$ cat src/rtl/irq_ack_pkg.sv
package irq_ack_pkg;
  localparam int unsigned LVL_W_DEF  = 3;
  localparam int unsigned ADDR_W_DEF = 16;
  localparam int unsigned BYTE_W_DEF = 8;

  typedef enum logic [1:0] {
    POS_OP = 2'd0,
    POS_LO = 2'd1,
    POS_HI = 2'd2
  } byte_pos_e;
endpackage

$ cat src/rtl/irq_ack_seq.sv
module irq_ack_seq
  import irq_ack_pkg::*;
(
  input  logic      clk,
  input  logic      rst_n,
  input  logic      ack_i,
  input  logic      vec_eff_i,
  output byte_pos_e pos_o,
  output logic      idle_o,
  output logic      last_o
);
  byte_pos_e pos_q;

  assign idle_o = (pos_q == POS_OP);
  assign last_o = ack_i & (vec_eff_i ? (pos_q == POS_LO) : (pos_q == POS_HI));
  assign pos_o  = pos_q;

  always_ff @(posedge clk) begin
    if (!rst_n) begin
      pos_q <= POS_OP;
    end else if (ack_i) begin
      if (last_o) pos_q <= POS_OP;
      else        pos_q <= byte_pos_e'(pos_q + 2'd1);
    end
  end
endmodule

$ cat src/rtl/irq_ack_ctx.sv
module irq_ack_ctx #(
  parameter int unsigned LVL_W  = 3,
  parameter int unsigned ADDR_W = 16
) (
  input  logic              clk,
  input  logic              rst_n,
  input  logic              ack_i,
  input  logic              idle_i,
  input  logic [LVL_W-1:0]  level_i,
  input  logic [ADDR_W-1:0] base_i,
  input  logic              stride4_i,
  input  logic              vec_i,
  output logic [LVL_W-1:0]  level_o,
  output logic [ADDR_W-1:0] base_o,
  output logic              stride4_o,
  output logic              vec_o
);
  localparam int unsigned CTX_W = LVL_W + ADDR_W + 2;

  logic [CTX_W-1:0] live, held_q;

  assign live = {level_i, base_i, stride4_i, vec_i};

  always_ff @(posedge clk) begin
    if (!rst_n)               held_q <= '0;
    else if (ack_i && idle_i) held_q <= live;
  end

  // The first byte of a sequence uses live inputs; later bytes use the capture.
  assign {level_o, base_o, stride4_o, vec_o} = idle_i ? live : held_q;
endmodule

$ cat src/rtl/irq_ack_fmt.sv
module irq_ack_fmt
  import irq_ack_pkg::*;
#(
  parameter int unsigned LVL_W   = 3,
  parameter int unsigned ADDR_W  = 16,
  parameter int unsigned BYTE_W  = 8,
  parameter logic [7:0]  CALL_OP = 8'hCD
) (
  input  byte_pos_e         pos_i,
  input  logic [LVL_W-1:0]  level_i,
  input  logic [ADDR_W-1:0] base_i,
  input  logic              stride4_i,
  input  logic              vec_i,
  output logic [BYTE_W-1:0] byte_o
);
  localparam int unsigned LOW4  = LVL_W + 2;
  localparam int unsigned LOW8  = LVL_W + 3;
  localparam int unsigned VHI_W = BYTE_W - LVL_W;

  logic [ADDR_W-1:0] addr4, addr8, addr;
  logic [BYTE_W-1:0] vec_byte;
  logic              unused_low;

  assign addr4    = {base_i[ADDR_W-1:LOW4], level_i, 2'b00};
  assign addr8    = {base_i[ADDR_W-1:LOW8], level_i, 3'b000};
  assign addr     = stride4_i ? addr4 : addr8;
  assign vec_byte = {base_i[ADDR_W-1 -: VHI_W], level_i};
  assign unused_low = ^base_i[1:0];

  always_comb begin
    unique case (pos_i)
      POS_OP:  byte_o = CALL_OP;
      POS_LO:  byte_o = vec_i ? vec_byte : addr[BYTE_W-1:0];
      default: byte_o = addr[2*BYTE_W-1:BYTE_W];
    endcase
  end
endmodule

$ cat src/rtl/irq_ack_route.sv
module irq_ack_route
  import irq_ack_pkg::*;
#(
  parameter int unsigned LVL_W = 3,
  localparam int unsigned LINES = 1 << LVL_W
) (
  input  byte_pos_e        pos_i,
  input  logic             vec_i,
  input  logic             master_i,
  input  logic [LVL_W-1:0] level_i,
  input  logic [LINES-1:0] slave_map_i,
  input  logic [LVL_W-1:0] slave_id_i,
  input  logic [LVL_W-1:0] cas_i,
  output logic             drive_o,
  output logic             attached_o
);
  assign attached_o = master_i & slave_map_i[level_i];

  always_comb begin
    if (pos_i == POS_OP) drive_o = master_i & ~vec_i;
    else if (master_i)   drive_o = ~attached_o;
    else                 drive_o = (cas_i == slave_id_i);
  end
endmodule

$ cat src/rtl/irq_ack_responder.sv
module irq_ack_responder
  import irq_ack_pkg::*;
#(
  parameter int unsigned LVL_W   = LVL_W_DEF,
  parameter int unsigned ADDR_W  = ADDR_W_DEF,
  parameter int unsigned BYTE_W  = BYTE_W_DEF,
  parameter logic [7:0]  CALL_OP = 8'hCD,
  localparam int unsigned LINES  = 1 << LVL_W
) (
  input  logic              clk,
  input  logic              rst_n,
  input  logic              ack_i,
  input  logic [LVL_W-1:0]  level_i,
  input  logic [ADDR_W-1:0] base_addr_i,
  input  logic              stride4_i,
  input  logic              vec_mode_i,
  input  logic              master_i,
  input  logic [LINES-1:0]  slave_map_i,
  input  logic [LVL_W-1:0]  slave_id_i,
  input  logic [LVL_W-1:0]  cas_i,
  output logic [BYTE_W-1:0] data_o,
  output logic              data_oe_o,
  output logic [LVL_W-1:0]  cas_o
);
  byte_pos_e         pos;
  logic              seq_idle, seq_last;
  logic [LVL_W-1:0]  lvl_e;
  logic [ADDR_W-1:0] base_e;
  logic              stride_e, vec_e;
  logic [BYTE_W-1:0] byte_v;
  logic              drive, attached;
  logic [BYTE_W-1:0] data_q;
  logic              oe_q;
  logic [LVL_W-1:0]  cas_q;

  irq_ack_seq seq_u (
    .clk(clk), .rst_n(rst_n), .ack_i(ack_i), .vec_eff_i(vec_e),
    .pos_o(pos), .idle_o(seq_idle), .last_o(seq_last)
  );

  irq_ack_ctx #(.LVL_W(LVL_W), .ADDR_W(ADDR_W)) ctx_u (
    .clk(clk), .rst_n(rst_n), .ack_i(ack_i), .idle_i(seq_idle),
    .level_i(level_i), .base_i(base_addr_i), .stride4_i(stride4_i), .vec_i(vec_mode_i),
    .level_o(lvl_e), .base_o(base_e), .stride4_o(stride_e), .vec_o(vec_e)
  );

  irq_ack_fmt #(.LVL_W(LVL_W), .ADDR_W(ADDR_W), .BYTE_W(BYTE_W), .CALL_OP(CALL_OP)) fmt_u (
    .pos_i(pos), .level_i(lvl_e), .base_i(base_e), .stride4_i(stride_e),
    .vec_i(vec_e), .byte_o(byte_v)
  );

  irq_ack_route #(.LVL_W(LVL_W)) route_u (
    .pos_i(pos), .vec_i(vec_e), .master_i(master_i), .level_i(lvl_e),
    .slave_map_i(slave_map_i), .slave_id_i(slave_id_i), .cas_i(cas_i),
    .drive_o(drive), .attached_o(attached)
  );

  always_ff @(posedge clk) begin
    if (!rst_n) begin
      data_q <= '0;
      oe_q   <= 1'b0;
      cas_q  <= '0;
    end else begin
      oe_q   <= ack_i & drive;
      data_q <= (ack_i && drive) ? byte_v : '0;
      if (ack_i && seq_last)      cas_q <= '0;
      else if (ack_i && seq_idle) cas_q <= attached ? lvl_e : '0;
    end
  end

  assign data_o    = data_q;
  assign data_oe_o = oe_q;
  assign cas_o     = cas_q;
endmodule

$ cat config.mk
export PLATFORM = sky130hd
export DESIGN_NAME = irq_ack_responder
export DESIGN_NICKNAME = d
export VERILOG_FILES = /design/src/rtl/irq_ack_pkg.sv /design/src/rtl/irq_ack_seq.sv /design/src/rtl/irq_ack_ctx.sv /design/src/rtl/irq_ack_fmt.sv /design/src/rtl/irq_ack_route.sv /design/src/rtl/irq_ack_responder.sv
export SDC_FILE = /design/constraint.sdc
export NUM_CORES = 1
export LEC_CHECK = 0
export BUFFER_PORTS_ARGS = -buffer_cell sky130_fd_sc_hd__buf_2
export CAP_MARGIN = 20
export CORE_AREA = 2 2 99 63
export CTS_CLUSTER_DIAMETER = 40
export DETAILED_ROUTE_END_ITERATION = 8
export DIE_AREA = 0 0 101 65
export GPL_TIMING_DRIVEN = 0
export PLACE_DENSITY = 0.63
export SYNTH_ARGS = -nofsm -noshare
export SYNTH_HDL_FRONTEND = slang
export SYNTH_SLANG_ARGS = --single-unit
$ cat constraint.sdc
create_clock -name clk -period 1.81 [get_ports clk]
set_input_delay 0.4525 -clock clk [delete_from_list [all_inputs] [get_ports clk]]
set_output_delay 0.4525 -clock clk [all_outputs]
set_load 0.005 [all_outputs]
* Word-level counts from Yosys, hierarchy flattened
Index checks and enable logic that the tools add are counted.
Word-level totals: register bits 35, bits of input ports 39
Cells by class: bitwise logic cells 7, equality and inequality tests 3, add/sub/neg operators 1, order comparisons 1, reduce and logical (&&, ||, !) cells 6, mux-type cells 11
Operators with widths (count):
- $mux W21 | 1
- $pmux W8 S2 | 1
- $mux W8 | 1
- $mux W6 | 1
- $and A1 B1 Y1 | 4
- $lt A3 B4 Y1 const B | 1
- $mux W1 | 4
- $bmux W1 S3 | 1
- $eq A3 B3 Y1 | 1
- $logic_and A1 B1 Y1 | 3
- $mux W3 | 1
- $not A1 Y1 | 3
- $add A2 B1 Y2 const B | 1
- $eq A2 B1 Y1 const B | 1
- $eq A2 B2 Y1 const B | 1
- $logic_not A2 Y1 | 1
- $mux W2 | 1
- $reduce_and A2 Y1 | 1
- $reduce_or A2 Y1 | 1

* Logic depth before layout (Yosys ltp)
word-level depth 10, gate-level depth with buffers 9, depth with buffers taken out 7

* Cells and area by module
A second synthesis with hierarchy kept.
Second synthesis, totals: cell total of the unflattened synthesis 211, area total of the unflattened synthesis 2123.3 sq um
Modules (own cells, without submodules):
- irq_ack_ctx | cells each 120, area an instance 1263.7 sq um, instances 1, sequential area each 420.4 sq um
- irq_ack_responder | cells each 33, area an instance 397.9 sq um, instances 1, sequential area each 240.2 sq um
- irq_ack_fmt | cells each 30, area an instance 202.7 sq um, instances 1, sequential area each 0.0 sq um
- irq_ack_seq | cells each 16, area an instance 130.1 sq um, instances 1, sequential area each 40.0 sq um
- irq_ack_route | cells each 12, area an instance 128.9 sq um, instances 1, sequential area each 0.0 sq um

* Worst setup path before layout
Ideal clock, no wire load.
kind reg2reg, from reg seq_u.pos_q[0], in the netlist seq_u.pos_o[0], to reg data_q[0], in the netlist data_o[0], required time 1.681 ns, path buffers 1, clock period less this slack 1.846 ns, setup slack -0.036 ns, data arrival time 1.716 ns, cell stages (with the launch flop) 8, setup time 0.129 ns, path through dfxtp_1 -> inv_1 -> ha_1 -> buf_6 -> o32ai_1 -> o311ai_2 -> o21ai_2 -> o31ai_1
On the way: word-level cells in the longest chain between the ends 10
Ends and longest elaborated chain:
- start: declaration | line irq_ack_seq.sv:12 | byte_pos_e pos_q;
- start signal: assignment | line irq_ack_seq.sv:23 | else pos_q <= byte_pos_e'(pos_q + 2'd1);
- $logic_not A2 Y1 | line irq_ack_seq.sv:14, irq_ack_fmt.sv:31, irq_ack_route.sv:20
- $mux W21 | line irq_ack_ctx.sv:30 | assign {level_o, base_o, stride4_o, vec_o} = idle_i ? live : held_q;
- $bmux W1 S3 | line irq_ack_route.sv:17 | assign attached_o = master_i & slave_map_i[level_i];
- $mux W1 (implied by the code) | line irq_ack_route.sv:17
- $and A1 B1 Y1 | line irq_ack_route.sv:17
- $not A1 Y1 | line irq_ack_route.sv:21 | else if (master_i) drive_o = ~attached_o;
- $mux W1 | line irq_ack_route.sv:21
- $mux W1 | line irq_ack_route.sv:20 | if (pos_i == POS_OP) drive_o = master_i & ~vec_i;
- $logic_and A1 B1 Y1 | line irq_ack_responder.sv:65 | data_q <= (ack_i && drive) ? byte_v : '0;
- $reduce_and A2 Y1 (no source line)
- end signal: assignment | line irq_ack_responder.sv:65
- end: declaration | line irq_ack_responder.sv:32 | logic [BYTE_W-1:0] data_q;
Parallel ways exist; a longest one is shown, timed or not. The select of a mux whose other input is x is not followed. A chain may end at the register's enable or synchronous reset.

* Final worst setup path
from reg seq_u.pos_q[0], in the netlist seq_u.pos_o[0], to reg oe_q, in the netlist data_oe_o
On the way: word-level cells in the longest chain between the ends 9
Ends and longest elaborated chain:
- $logic_not A2 Y1 * | line irq_ack_seq.sv:14, irq_ack_route.sv:20
- $mux W21 | line irq_ack_ctx.sv:30
- $bmux W1 S3 | line irq_ack_route.sv:17
- $mux W1 (implied by the code) | line irq_ack_route.sv:17
- $and A1 B1 Y1 | line irq_ack_route.sv:17
- $not A1 Y1 | line irq_ack_route.sv:21
- $mux W1 | line irq_ack_route.sv:21
- $mux W1 * | line irq_ack_route.sv:20
- $and A1 B1 Y1 * | line irq_ack_responder.sv:64 | oe_q <= ack_i & drive;
- end signal: assignment | line irq_ack_responder.sv:64
- end: declaration | line irq_ack_responder.sv:33 | logic oe_q;
Mark *: on every way between the ends. The rest lies on a longest branch, timed or not. The select of a mux whose other input is x is not followed.

==> results <==
- The checks that failed: setup timing.
- Of the cells placed in the final design, the portion with a size suffix greater than 1 is 37.50%.
- Summing the areas of all and, or, nand and nor instances in the mapped netlist gives 21.23% of the synthesized area.
- The root buffer cell chosen for the clock tree is clkbuf_8.
- After detailed routing, the average wire length per cell comes to 14.09 um.
- The worst register-to-register path has a depth of 9.
- The static leakage power is 0.8993 nW.
- The maximum number of pins on one net before global-route repair is 11.
- The worst hold path passes through 3 cells.
- The worst register-to-register path ends at data_oe_o.
- The number of buffers added to fix hold violations after cts is 0.
- The launching element type of the critical path is a flip-flop.
- The initial detailed-routing violation count is 125.
- The initial core utilization is 28.25%.
- Timing would allow up to 538.8 MHz.
- The max-cap check violation count is 0.
- The die width is 101 um.
- The die covers 6565 um^2.
- In this run the biggest area consumer among cell types represents 36.78% of the synthesized area.
- The worst slew margin relative to its limit is 71.30%.
- The number of levels the H-tree was split into is 2.
- Clock tree synthesis inserted a total of 5 buffers.
- The number of antenna violations at the first check in global routing is 0.
- The average cell area after synthesis is 8.504 um^2.
- The core region is 5781 um^2.
- After synthesis, the largest family of logic cells by area is compound AO/OA/AOI/OAI gates.
- After synthesis, the cell types taking the most area are dfxtp_1, nand2_1, a21boi_0, mux2i_1, nand3_1.
- Routability-driven placement finished with a final weighted congestion of 0.8628.
- In this run the critical register-to-register path is launched from seq_u.pos_o[0].
- The maximum fanout along the worst path is 9.
- Summing all multi-input logic gate instances after layout gives 1066 um^2.
- Across all layers, the routed design uses 1513 vias.
- The first-pass iteration count of the detailed router is 4.
- Summing the areas of all fa, ha and maj instances in the mapped netlist gives 2.299% of the synthesized area.
- The area growth from synthesis to layout is 36.17%.
- Summing every instance area after synthesis gives 1633 um^2.
- The fraction of the cycle the final worst path needs is 102.5%.
- The HPWL after detailed placement is 3411 um.
- Counting flops with a built-in enable in the synthesized netlist gives 0.
- The total wire length is 4510 um.
- Setup violations remaining at the end of the flow were counted as 11.
- The count of clock tree sinks is 30.
- The clock passes through at most 2 buffers.
- The floorplan has 22 rows.
- Data on the critical path arrives at its endpoint at 2000 ps.
- In the synthesized netlist the async set-or-reset flop fraction comes to 0%.
- The worst hold path begins at base_addr_i[15].
- The final count of hold timing violations was 0.
- The smallest clock period supported by the final layout is computed as 1856 ps.
- The global-route total usage across every layer is 14.07%.
- The count of filler cells inserted in the layout is 608.
- The number of antenna diodes in the final layout is 0.
- Summing the areas of all compound-gate instances in the mapped netlist gives 25.06% of the synthesized area.
- The worst setup path is captured at a flip-flop.
- Setup slack on the critical path of the routed design comes to -45.89 ps.
- The worst hold path belongs to the class in -> reg.
- Multiplexer cells account for 8.429% of the synthesized area.
- The first global-routing pass estimated 7024 um of wire.
- The clock input transition at the sequential cells of the worst setup and hold paths is 60 ps.
- The post-synthesis share of cell area spent on xor and xnor gates is 2.146%.
- 51 I/O pins were placed.
- The critical path starts at seq_u.pos_o[0].
- The sequential share of the synthesized area is 36.78%.
- The CTS tree is yes.
- During placement, the flow inserted port buffers numbering 43.
- The sum of internal, switching and leakage power is 1.880 mW.
- The power density normalized to cell area is 845.4 nW/um^2.
- For flop-to-flop paths, the worst setup slack is -50 ps.
- The maximum vdd drop is 289.5 uV.
- The top cell types in the final layout, fill and taps aside, are buf_2, nand2_1, dfxtp_1, a21boi_0, nand3_1.
- The via count normalized by instance count is 4.728.
- The vertical die dimension is 65 um.
- The area used by sequential logic in the layout is 605.6 um^2.
- The remaining global-route overflow is 0.
- The most used flip-flop cell after synthesis is dfxtp_1.
- The synthesized netlist contains 41 unique library cells.
- For this run, design rule violations remaining after detail routing come to 0.
- The worst hold path terminates at ctx_u.held_q[17].
- Setup repair after global routing could not meet its margin everywhere.
- The category of the most critical setup path is reg -> reg.
- The flow ran to the end, but the final reports show violations.
- The final number of max-transition violations is 0.
- Synthesis produced 192 cells.
- The library cell used most frequently in the layout, excluding fill and tap cells, is buf_2.
- The tightest hold margin is 422.3 ps.
- Once detail routing completed, the nets flagged for antenna violations numbered 0.
- The synthesis warning total is 0.
- Synthesis inferred 30 register bits.
- The via count of the first global-routing pass is 1415.
- The slew at the pin closest to its max-slew limit is 430.5 ps.
- The clock tree skew after final layout is 2.109 ps.
- The net count of the finished layout is 290.
- The cell accounting for the most synthesized area is dfxtp_1.
- The net count after synthesis is 234.
- The clock network latency to the later pin of the worst-skew pair is 280 ps.
- The required arrival time at the worst endpoint is 1950 ps.
[cell families after synthesis]
| family | Yosys count |
|---|---|
| simple gates | 75 |
| flops | 30 |
| compound gates | 54 |
| buf+inv | 14 |
| xor+xnor | 4 |
| fa+ha+maj | 3 |
| mux | 12 |
[layout make-up]
class,count,area share (%)
timing repair buffer,50,13.67
inverter,5,0.9567
tap,72,4.052
clock buffer,5,3.095
buffer,8,2.589
multi-input combinational,148,47.95
sequential,30,27.24
clock inverter,2,0.4502
[report_power, final]
part | internal [mW] | leakage, nW | switching, mW
logic | 0.299 | 0.609 | 0.327
registers | 0.707 | 0.246 | 0.0375
clock network | 0.257 | 0.0438 | 0.251
total | 1.26 | 0.899 | 0.616
[synth_stat cells (6+ instances only)]
master     n
nand2_1   39
dfxtp_1   30
a21boi_0  16
nand3_1    9
mux2i_1    7
nor2b_1    7
nand2b_1   6
o21ai_0    6
[what timing repair did]
item / 4_1_cts / 5_1_grt
cloned: 1 / 0
setup buffers: 3 / 3
resized for setup: 21 / 13
setup endpoints to repair: 21 / 23
pin swaps: 5 / 3
[sequential cells by signal, indices dropped and copies added (netlist names)]
| name | flops |
|---|---|
| data_o | 8 |
| seq_u.pos_o | 2 |
| ctx_u.held_q | 16 |
| cas_o | 3 |
| data_oe_o | 1 |
[through the flow]
| stage | setup slack [ps] | util (%) | instance area, um^2 | instances | TNS [ps] |
|---|---|---|---|---|---|
| after floorplan | 11.11 | - | 1653 | 192 | 0 |
| after global placement | -183.9 | 33.87 | 1958 | 307 | -2675 |
| after detailed placement | -214.3 | 33.87 | 1958 | 307 | -3010 |
| after CTS | -4.307 | 37.51 | 2168 | 318 | -6.333 |
| after global routing | -117.0 | 38.46 | 2223 | 320 | -1091 |
| final | -45.89 | 38.46 | 2223 | 320 | -194.4 |
[critical path, cell delays in order, from the launching register on]
cell and delay (ps):
dfxtp_4 360, inv_4 60, ha_4 220, buf_8 160
mux2_4 360, inv_2 60, o311ai_2 110, o21ai_2 140
buf_6 150, o21ai_0 80
[how the worst max path moves through the flow]
| stage | end | cells past startpoint | slack [ps] |
|---|---|---|---|
| 6_report | data_oe_o | 9 | -50 |
| 5_1_grt | data_o[5] | 8 | -120 |
| 4_1_cts | data_o[6] | 7 | -4 |
| 3_5_place_dp | data_oe_o | 8 | -210 |
| 3_3_place_gp | data_oe_o | 8 | -180 |
| 2_1_floorplan | data_o[0] | 8 | 10 |
[per-layer routing]
metal	global-route usage [%]	share of wire [%]	vias to the layer above
met3	4.854	7.3	3
met1	21.35	55	674
met2	19.25	37	49
met5	0	0	-
li1	-	-	787
met4	2.027	0.22	0
(Power assumes the default switching activity.)
